### src/rtl/rdseq_pkg.sv
// Shared encodings for the SDRAM read burst sequencer.
package rdseq_pkg;
    typedef enum logic [2:0] {
        OP_NOP = 3'd0,
        OP_ACT = 3'd1,
        OP_RD  = 3'd2,
        OP_PRE = 3'd3,
        OP_BST = 3'd4
    } sd_op_e;

    typedef enum logic [1:0] {
        BK_WRAP      = 2'd0,
        BK_INCR_FIX  = 2'd1,
        BK_INCR_OPEN = 2'd2
    } burst_kind_e;

    typedef enum logic [2:0] {
        ST_IDLE, ST_PRE, ST_ACT, ST_RD, ST_BST
    } seq_state_e;
endpackage

### src/rtl/rdseq_rowtrack.sv
// Open-row table: one valid bit and row per bank, updated from the issued
// command stream. Answers whether a queried bank/row is open and matching.
// Assumes commands are legal; the assertions check that they are.
module rdseq_rowtrack #(
    parameter int BANK_W = 2,
    parameter int ROW_W  = 13
) (
    input  logic              clk,
    input  logic              rst_n,
    input  logic [2:0]        cmd_op,
    input  logic [BANK_W-1:0] cmd_bank,
    input  logic [ROW_W-1:0]  cmd_row,
    input  logic [BANK_W-1:0] q_bank,
    input  logic [ROW_W-1:0]  q_row,
    output logic              q_open,
    output logic              q_hit
);
    import rdseq_pkg::*;
    localparam int NBANK = 1 << BANK_W;

    logic             open_v   [NBANK];
    logic [ROW_W-1:0] open_row [NBANK];

    // Track row state per bank from ACTIVE and PRECHARGE.
    always_ff @(posedge clk) begin
        if (!rst_n) begin
            for (int b = 0; b < NBANK; b++) begin
                open_v[b]   <= 1'b0;
                open_row[b] <= '0;
            end
        end else if (sd_op_e'(cmd_op) == OP_ACT) begin
            open_v[cmd_bank]   <= 1'b1;
            open_row[cmd_bank] <= cmd_row;
        end else if (sd_op_e'(cmd_op) == OP_PRE) begin
            open_v[cmd_bank]   <= 1'b0;
        end
    end

    // Lookup for the request being accepted.
    always_comb begin
        q_open = open_v[q_bank];
        q_hit  = open_v[q_bank] && (open_row[q_bank] == q_row);
    end

    AST_ACT_ON_CLOSED: assert property (@(posedge clk) disable iff (!rst_n)
        (cmd_op == 3'd1) |-> !open_v[cmd_bank]);
    AST_PRE_ON_OPEN: assert property (@(posedge clk) disable iff (!rst_n)
        (cmd_op == 3'd3) |-> open_v[cmd_bank]);
    AST_RD_ON_OPEN_ROW: assert property (@(posedge clk) disable iff (!rst_n)
        (cmd_op == 3'd2) |-> (open_v[cmd_bank] && open_row[cmd_bank] == cmd_row));
endmodule

### src/rtl/rdseq_cmdfsm.sv
// Command sequencer: accepts a request when idle, opens the row, then issues
// READs split at 8-column groups (incrementing) or repeated at the start
// column (wrapping), and an optional BURST STOP after the last READ.
// Assumes cfg_* inputs are steady while a request is in progress and that
// req_beats is 1..16 (BEAT_W >= 5).
module rdseq_cmdfsm #(
    parameter int BANK_W = 2,
    parameter int ROW_W  = 13,
    parameter int COL_W  = 10,
    parameter int BEAT_W = 5,
    parameter int TIM_W  = 4
) (
    input  logic              clk,
    input  logic              rst_n,
    input  logic              req_valid,
    output logic              req_ready,
    input  logic [BANK_W-1:0] req_bank,
    input  logic [ROW_W-1:0]  req_row,
    input  logic [COL_W-1:0]  req_col,
    input  logic [1:0]        req_kind,
    input  logic [BEAT_W-1:0] req_beats,
    input  logic [TIM_W-1:0]  cfg_trp,
    input  logic [TIM_W-1:0]  cfg_trcd,
    input  logic              cfg_cas3,
    input  logic              cfg_ddr,
    input  logic              cfg_bst_en,
    input  logic              row_open,
    input  logic              row_hit,
    output logic [2:0]        cmd_op,
    output logic [BANK_W-1:0] cmd_bank,
    output logic [ROW_W-1:0]  cmd_row,
    output logic [COL_W-1:0]  cmd_col,
    output logic [3:0]        rd_wanted
);
    import rdseq_pkg::*;
    localparam int CNT_W = ((TIM_W > 4) ? TIM_W : 4) + 1;
    localparam int GRP_W = COL_W - 3;

    seq_state_e        st;
    logic [CNT_W-1:0]  cnt;
    logic [BANK_W-1:0] l_bank;
    logic [ROW_W-1:0]  l_row;
    logic [COL_W-1:0]  l_col;
    logic [BEAT_W-1:0] l_rem;
    logic              l_wrap;
    logic              l_first;

    logic [3:0]        w_sz, offs, space, k;
    logic [BEAT_W-1:0] rem_after;
    logic [CNT_W-1:0]  trp_e, trcd_e, lat, gap;
    logic [COL_W-1:0]  next_col;

    // Per-READ beat share, gaps and the next group's column.
    always_comb begin
        w_sz   = cfg_ddr ? 4'd4 : 4'd8;
        offs   = cfg_ddr ? {2'b00, l_col[2:1]} : {1'b0, l_col[2:0]};
        space  = (l_first && !l_wrap) ? (w_sz - offs) : w_sz;
        k      = (l_rem < BEAT_W'(space)) ? l_rem[3:0] : space;
        rem_after = l_rem - BEAT_W'(k);
        trp_e  = (cfg_trp  == '0) ? CNT_W'(1) : CNT_W'(cfg_trp);
        trcd_e = (cfg_trcd == '0) ? CNT_W'(1) : CNT_W'(cfg_trcd);
        lat    = cfg_cas3 ? CNT_W'(3) : CNT_W'(2);
        gap    = l_wrap ? (CNT_W'(k) + lat) : CNT_W'(k);
        next_col = {l_col[COL_W-1:3] + GRP_W'(1), 3'b000};
    end

    assign req_ready = (st == ST_IDLE);
    assign cmd_bank  = l_bank;
    assign cmd_row   = l_row;

    // Main sequencing: one command at most per cycle, gaps by down-counter.
    always_ff @(posedge clk) begin
        if (!rst_n) begin
            st        <= ST_IDLE;
            cnt       <= '0;
            cmd_op    <= OP_NOP;
            cmd_col   <= '0;
            rd_wanted <= '0;
            l_bank    <= '0;
            l_row     <= '0;
            l_col     <= '0;
            l_rem     <= '0;
            l_wrap    <= 1'b0;
            l_first   <= 1'b0;
        end else begin
            cmd_op    <= OP_NOP;
            rd_wanted <= '0;
            case (st)
                ST_IDLE: if (req_valid) begin
                    l_bank  <= req_bank;
                    l_row   <= req_row;
                    l_col   <= cfg_ddr ? {req_col[COL_W-1:1], 1'b0} : req_col;
                    l_rem   <= req_beats;
                    l_wrap  <= (burst_kind_e'(req_kind) == BK_WRAP);
                    l_first <= 1'b1;
                    cnt     <= '0;
                    st      <= row_hit ? ST_RD : (row_open ? ST_PRE : ST_ACT);
                end
                ST_PRE: begin
                    cmd_op <= OP_PRE;
                    cnt    <= trp_e - CNT_W'(1);
                    st     <= ST_ACT;
                end
                ST_ACT: if (cnt != '0) begin
                    cnt <= cnt - CNT_W'(1);
                end else begin
                    cmd_op <= OP_ACT;
                    cnt    <= trcd_e - CNT_W'(1);
                    st     <= ST_RD;
                end
                ST_RD: if (cnt != '0) begin
                    cnt <= cnt - CNT_W'(1);
                end else begin
                    cmd_op    <= OP_RD;
                    cmd_col   <= l_col;
                    rd_wanted <= k;
                    l_rem     <= rem_after;
                    l_first   <= 1'b0;
                    if (!l_wrap) l_col <= next_col;
                    if (rem_after != '0) begin
                        cnt <= gap - CNT_W'(1);
                    end else if (cfg_bst_en && (k != w_sz)) begin
                        cnt <= CNT_W'(k) - CNT_W'(1);
                        st  <= ST_BST;
                    end else begin
                        st  <= ST_IDLE;
                    end
                end
                ST_BST: if (cnt != '0) begin
                    cnt <= cnt - CNT_W'(1);
                end else begin
                    cmd_op <= OP_BST;
                    st     <= ST_IDLE;
                end
                default: st <= ST_IDLE;
            endcase
        end
    end

    // Checker support: cycles elapsed since the last PRECHARGE / ACTIVE.
    logic [5:0] since_pre, since_act;
    logic       pre_seen, act_seen;
    always_ff @(posedge clk) begin
        if (!rst_n) begin
            since_pre <= '0; since_act <= '0;
            pre_seen  <= 1'b0; act_seen <= 1'b0;
        end else begin
            if (st == ST_IDLE && req_valid) begin
                pre_seen <= 1'b0; act_seen <= 1'b0;
            end
            if (cmd_op == 3'd3) begin since_pre <= 6'd1; pre_seen <= 1'b1; end
            else if (since_pre != 6'd63) since_pre <= since_pre + 6'd1;
            if (cmd_op == 3'd1) begin since_act <= 6'd1; act_seen <= 1'b1; end
            else if (since_act != 6'd63) since_act <= since_act + 6'd1;
        end
    end

    AST_PRE_TO_ACT_GAP: assert property (@(posedge clk) disable iff (!rst_n)
        (cmd_op == 3'd1 && pre_seen) |-> (CNT_W'(since_pre) >= trp_e));
    AST_ACT_TO_RD_GAP: assert property (@(posedge clk) disable iff (!rst_n)
        (cmd_op == 3'd2 && act_seen) |-> (CNT_W'(since_act) >= trcd_e));
    AST_BUSY_NOT_READY: assert property (@(posedge clk) disable iff (!rst_n)
        (req_valid && req_ready) |=> !req_ready);
endmodule

### src/rtl/rdseq_beattag.sv
// Read-bus slot model: delays each READ / BURST STOP by the CAS latency and
// then marks one slot per cycle, wanted for the READ's share of beats and
// surplus after it. A later READ restarts the slot run; BURST STOP ends it.
// Assumes cfg_cas3 and cfg_ddr are steady while data is in flight.
module rdseq_beattag (
    input  logic       clk,
    input  logic       rst_n,
    input  logic [2:0] cmd_op,
    input  logic [3:0] rd_wanted,
    input  logic       cfg_cas3,
    input  logic       cfg_ddr,
    output logic       beat_valid,
    output logic       beat_discard
);
    import rdseq_pkg::*;
    localparam int DEPTH = 2;

    logic       p_rd  [DEPTH];
    logic       p_bst [DEPTH];
    logic [3:0] p_k   [DEPTH];
    logic       t_rd, t_bst;
    logic [3:0] t_k, w_sz;
    logic [3:0] remain, idx, wanted;

    // Latency delay line for READ and BURST STOP events.
    always_ff @(posedge clk) begin
        if (!rst_n) begin
            for (int i = 0; i < DEPTH; i++) begin
                p_rd[i] <= 1'b0; p_bst[i] <= 1'b0; p_k[i] <= '0;
            end
        end else begin
            p_rd[0]  <= (sd_op_e'(cmd_op) == OP_RD);
            p_bst[0] <= (sd_op_e'(cmd_op) == OP_BST);
            p_k[0]   <= rd_wanted;
            for (int i = 1; i < DEPTH; i++) begin
                p_rd[i] <= p_rd[i-1]; p_bst[i] <= p_bst[i-1]; p_k[i] <= p_k[i-1];
            end
        end
    end

    // Tap chosen by CAS latency: stage 0 for 2, stage 1 for 3.
    always_comb begin
        t_rd  = cfg_cas3 ? p_rd[1]  : p_rd[0];
        t_bst = cfg_cas3 ? p_bst[1] : p_bst[0];
        t_k   = cfg_cas3 ? p_k[1]   : p_k[0];
        w_sz  = cfg_ddr ? 4'd4 : 4'd8;
    end

    // Slot generator: one tagged slot per cycle while a burst is running.
    always_ff @(posedge clk) begin
        if (!rst_n) begin
            beat_valid <= 1'b0; beat_discard <= 1'b0;
            remain <= '0; idx <= '0; wanted <= '0;
        end else if (t_rd) begin
            beat_valid   <= 1'b1;
            beat_discard <= (t_k == 4'd0);
            remain <= w_sz - 4'd1;
            idx    <= 4'd1;
            wanted <= t_k;
        end else if (t_bst) begin
            beat_valid <= 1'b0; beat_discard <= 1'b0;
            remain <= '0;
        end else if (remain != '0) begin
            beat_valid   <= 1'b1;
            beat_discard <= (idx >= wanted);
            idx    <= idx + 4'd1;
            remain <= remain - 4'd1;
        end else begin
            beat_valid <= 1'b0; beat_discard <= 1'b0;
        end
    end

    AST_DISCARD_ONLY_ON_SLOT: assert property (@(posedge clk) disable iff (!rst_n)
        beat_discard |-> beat_valid);
    AST_NO_SLOT_AFTER_STOP: assert property (@(posedge clk) disable iff (!rst_n)
        t_bst |=> !beat_valid);
endmodule

### src/rtl/rdseq_top.sv
// Top of the SDRAM read burst sequencer: splits the request address, wires
// the open-row table, the command sequencer and the read-slot tagger.
// Address layout is {bank, row, column}.
module rdseq_top #(
    parameter int BANK_W = 2,
    parameter int ROW_W  = 13,
    parameter int COL_W  = 10,
    parameter int BEAT_W = 5,
    parameter int TIM_W  = 4
) (
    input  logic                            clk,
    input  logic                            rst_n,
    input  logic                            req_valid,
    output logic                            req_ready,
    input  logic [BANK_W+ROW_W+COL_W-1:0]   req_addr,
    input  logic [1:0]                      req_kind,
    input  logic [BEAT_W-1:0]               req_beats,
    input  logic [TIM_W-1:0]                cfg_trp,
    input  logic [TIM_W-1:0]                cfg_trcd,
    input  logic                            cfg_cas3,
    input  logic                            cfg_ddr,
    input  logic                            cfg_bst_en,
    output logic [2:0]                      cmd_op,
    output logic [BANK_W-1:0]               cmd_bank,
    output logic [ROW_W-1:0]                cmd_row,
    output logic [COL_W-1:0]                cmd_col,
    output logic                            beat_valid,
    output logic                            beat_discard
);
    localparam int ADDR_W = BANK_W + ROW_W + COL_W;

    logic [BANK_W-1:0] a_bank;
    logic [ROW_W-1:0]  a_row;
    logic [COL_W-1:0]  a_col;
    logic              row_open, row_hit;
    logic [3:0]        rd_wanted;

    // Address field split.
    always_comb begin
        a_col  = req_addr[COL_W-1:0];
        a_row  = req_addr[COL_W+ROW_W-1:COL_W];
        a_bank = req_addr[ADDR_W-1:COL_W+ROW_W];
    end

    rdseq_rowtrack #(.BANK_W(BANK_W), .ROW_W(ROW_W)) u_rows (
        .clk(clk), .rst_n(rst_n),
        .cmd_op(cmd_op), .cmd_bank(cmd_bank), .cmd_row(cmd_row),
        .q_bank(a_bank), .q_row(a_row),
        .q_open(row_open), .q_hit(row_hit)
    );

    rdseq_cmdfsm #(.BANK_W(BANK_W), .ROW_W(ROW_W), .COL_W(COL_W),
                   .BEAT_W(BEAT_W), .TIM_W(TIM_W)) u_seq (
        .clk(clk), .rst_n(rst_n),
        .req_valid(req_valid), .req_ready(req_ready),
        .req_bank(a_bank), .req_row(a_row), .req_col(a_col),
        .req_kind(req_kind), .req_beats(req_beats),
        .cfg_trp(cfg_trp), .cfg_trcd(cfg_trcd), .cfg_cas3(cfg_cas3),
        .cfg_ddr(cfg_ddr), .cfg_bst_en(cfg_bst_en),
        .row_open(row_open), .row_hit(row_hit),
        .cmd_op(cmd_op), .cmd_bank(cmd_bank), .cmd_row(cmd_row),
        .cmd_col(cmd_col), .rd_wanted(rd_wanted)
    );

    rdseq_beattag u_tag (
        .clk(clk), .rst_n(rst_n),
        .cmd_op(cmd_op), .rd_wanted(rd_wanted),
        .cfg_cas3(cfg_cas3), .cfg_ddr(cfg_ddr),
        .beat_valid(beat_valid), .beat_discard(beat_discard)
    );
endmodule

### config.mk
export PLATFORM = sky130hd
export DESIGN_NAME = rdseq_top
export DESIGN_NICKNAME = d
export VERILOG_FILES = /design/src/rtl/rdseq_pkg.sv /design/src/rtl/rdseq_rowtrack.sv /design/src/rtl/rdseq_cmdfsm.sv /design/src/rtl/rdseq_beattag.sv /design/src/rtl/rdseq_top.sv
export SDC_FILE = /design/constraint.sdc
export NUM_CORES = 1
export LEC_CHECK = 0
export BUFFER_PORTS_ARGS = -buffer_cell sky130_fd_sc_hd__buf_2
export CORE_AREA = 2 2 116 118
export DETAILED_ROUTE_END_ITERATION = 8
export DIE_AREA = 0 0 118 120
export HOLD_SLACK_MARGIN = 0.03
export MAX_ROUTING_LAYER = met4
export PLACE_DENSITY_LB_ADDON = 0.1
export SETUP_SLACK_MARGIN = 0.1
export SYNTH_ARGS = -nofsm -noshare
export SYNTH_HDL_FRONTEND = slang
export SYNTH_SLANG_ARGS = --single-unit
### constraint.sdc
create_clock -name clk -period 14 [get_ports clk]
set_input_delay 0.7 -clock clk [delete_from_list [all_inputs] [get_ports clk]]
set_output_delay 0.7 -clock clk [all_outputs]
set_load 0.01 [all_outputs]
==> impl_metrics.tcl <==
set metrics [dict create \
    outcome "finished, final reports clean" \
    gr-total-overflow 0 \
    ys_top_cells_by_area "dfxtp_1 (25%), edfxtp_1 (23%), and2_1 (5.9%), nand2_1 (4.9%), mux4_2 (4.5%)" \
    finalMaxSlewViolations 0 \
    cts_setup_buffers 0 \
    yosysTopAreaCellShare_pct 24.7 \
    antenna_found_initial 0 \
    rsz0062_at_grt "false" \
    drc 0 \
    first_iter_violations 493 \
    place_inst 936 \
    fmaxAchievable_ghz 0.145 \
    place.port_buffers 76 \
    multi_input_area_sq_mm 0.00345 \
    synthAdderAreaFrac_pct 3.52 \
    crit_path_end_kind "flip-flop" \
    ys_seq_elements 139 \
    clk_pin_slew_ps 60 \
    synth-simple-area-share_pct 21.5 \
    netlist_instances 718 \
    design_power_total_mw 1.25 \
    initial_core_util_pct 53.7 \
    maxCapViolCount 0 \
    fin_crit_ps 6910 \
    netlist_area_sq_mm 0.00696 \
    crit_required_ps 14370 \
    h-tree-depth 4 \
    synth_edf_count 53 \
    insertion_delay_ps 420 \
    routed_wl_microns 17700 \
    ant_nets 0 \
    grt_pass1_vias 5534 \
    setup_viol 0 \
    synth.avg_cell_area_sq_um 9.70 \
    tightest_slew_ps 1080 \
    fin_crit_sh_pct 49.3 \
    nFillCells 1120 \
    die_w_microns 118 \
    boundaryPins 77 \
    fp.dieArea_sq_mm 0.0142 \
    cp.arrival_ps 7270 \
    crit_path_max_fanout 11 \
    layout_setup_ws_ps 7090 \
    yosysMostFrequentCell "nand2_1" \
    synth_common_cells "nand2_1 (90), dfxtp_1 (86), and2_1 (66)" \
    cts_buffer_depth 2 \
    via_count 5608 \
    place_hpwl_microns 11900 \
    area_growth_pct 16.2 \
    grt_max_degree 33 \
    skew_ps 8.65 \
    async_reset_ff_share_pct 0 \
    grt_first_pass_wirelength_microns 28500 \
    n_antenna_cell 0 \
    start_kind "primary input" \
    synth_flop_cell "dfxtp_1" \
    cts_tree "built" \
    vias_per_cell 5.79 \
    hold_buffers 0 \
    final-hold-violation-count 0 \
    peakVddDrop_v 0.0000731 \
    synth.lib_cells_used.distinct 71 \
    drive_gt1_share_pct 17.0 \
    p_leak_nw 3.19 \
    rows 42 \
    wl_per_cell_microns 18.3 \
    synthMuxAreaShare_pct 6.56 \
    place_congestion 0.867 \
    dp_slack_ps 6860 \
    pwr_density_cell_mw_per_mm2 154 \
    instances_no_fill 968 \
    tns_ps 0 \
    cts_made_buffers 17 \
    grt_usage_pct 26.9 \
    slew_headroom_pct 27.6 \
    cts_sinks 139 \
    yosys.area.top_type "dfxtp_1" \
    dr.pass1.iters 5 \
    cts_resized 0 \
    critPathKind "in2reg" \
    synth_nets 782 \
    core-area_sq_mm 0.0130 \
    cts_root_buf "clkbuf_16" \
    seq_area_sq_mm 0.00331 \
    ys_warn_count 0 \
    synth_seq_area_share_pct 47.6 \
    final_nets 843 \
    synth_compound_area_share_pct 14.3 \
    worstHoldPathType "reg2reg" \
    synth_top_family_by_area "simple AND/OR/NAND/NOR gates" \
    chipHeight_microns 120 \
    synth_xor_area_share_pct 3.40 \
]
[metrics by stage]
stage | utilization [%] | hold WS, ps | cell area (sq um)
floorplan | - | 412 | 6960
global placement | 57.4 | 418 | 7450
detailed placement | 57.4 | 422 | 7450
CTS | 62.4 | 438 | 8100
global route | 62.4 | 444 | 8100
finish | 62.4 | 439 | 8100
[final cells by class]
cell class / count / share of cell area, %
multi-input combinational: 524 / 42.6
sequential: 139 / 40.9
clock buffer: 22 / 6.00
timing repair buffer: 79 / 4.98
tap: 176 / 2.72
clock inverter: 10 / 1.96
inverter: 18 / 0.835
[cells by family after synthesis]
family | count (synthesis)
AOI/OAI and AO/OA | 150
xor gates and xnor gates | 27
adders and majority gates | 20
buffers and inverters | 55
DFF | 139
muxes | 28
and+or+nand+nor | 299
[worst max-delay path: stages]
cell	delay, ps
buf_2	220
mux2i_1	450
ha_1	260
nand2b_1	70
a21oi_1	370
nor2_1	120
inv_1	150
ha_1	290
a21oi_1	250
a31o_2	250
nand2_1	160
o21ai_0	560
ha_1	310
inv_1	90
ha_1	210
a21o_1	200
a41oi_1	230
o211ai_1	130
a32oi_1	240
nand4b_1	220
o21ai_2	300
mux2i_1	280
ha_1	260
or3_1	330
o21ai_0	90
a22oi_1	130
o221ai_1	220
o211a_1	170
[placed cells by master, fill, tap and decap left out, drive strengths merged, types with 7 or more instances in the layout]
master and n:
and2 66, clkbuf 22, dfxtp 86, a21oi 59, xor2 8, o21ai 22
buf 79, nor2 52, nand3 17, nand2b 10, mux4 14, mux2i 13
nor2b 8, ha 18, nand2 90, xnor2 19, or3 7, inv 18
a31oi 7, nor3 21, a211oi 9, edfxtp 53
[metal layers]
| layer | global-route usage, % | vias up | part of all wire (%) |
|---|---|---|---|
| li1 | - | 2700 | - |
| met1 | 34.9 | 2737 | 46 |
| met2 | 42.6 | 152 | 48 |
| met3 | 5.13 | 19 | 4.6 |
| met4 | 9.41 | 0 | 1.3 |
| met5 | - | - | 0 |
[power breakdown]
part | internal [mW] | leakage (nW) | switching [mW]
sequential | 0.453 | 1.25 | 0.0334
clock | 0.318 | 0.310 | 0.170
combinational | 0.114 | 1.63 | 0.161
total | 0.885 | 3.19 | 0.365
[path summary, 6_finish.rpt]
kind | cells after the start | end | startpoint | slack, ps
setup reg to reg | 27 | u_seq.cnt[1] | u_seq.l_col[1] | 7300
setup / recovery | 28 | u_seq.cnt[1] | cfg_ddr | 7090
hold reg to reg | 1 | u_tag.p_k[0][3] | u_seq.rd_wanted[3] | 440
hold / removal | 1 | u_tag.p_k[0][3] | u_seq.rd_wanted[3] | 440
[flip-flops by register name, indices dropped and copies added (netlist names), 5 cells and up]
| name | cells |
|---|---|
| u_rows.open_row | 52 |
| u_seq.l_col | 10 |
| u_tag.p_k | 8 |
| u_seq.cmd_col | 10 |
| u_seq.cnt | 5 |
| u_seq.cmd_row | 13 |
| u_seq.l_rem | 5 |
Note: power is estimated with default switching activity, not from simulation.
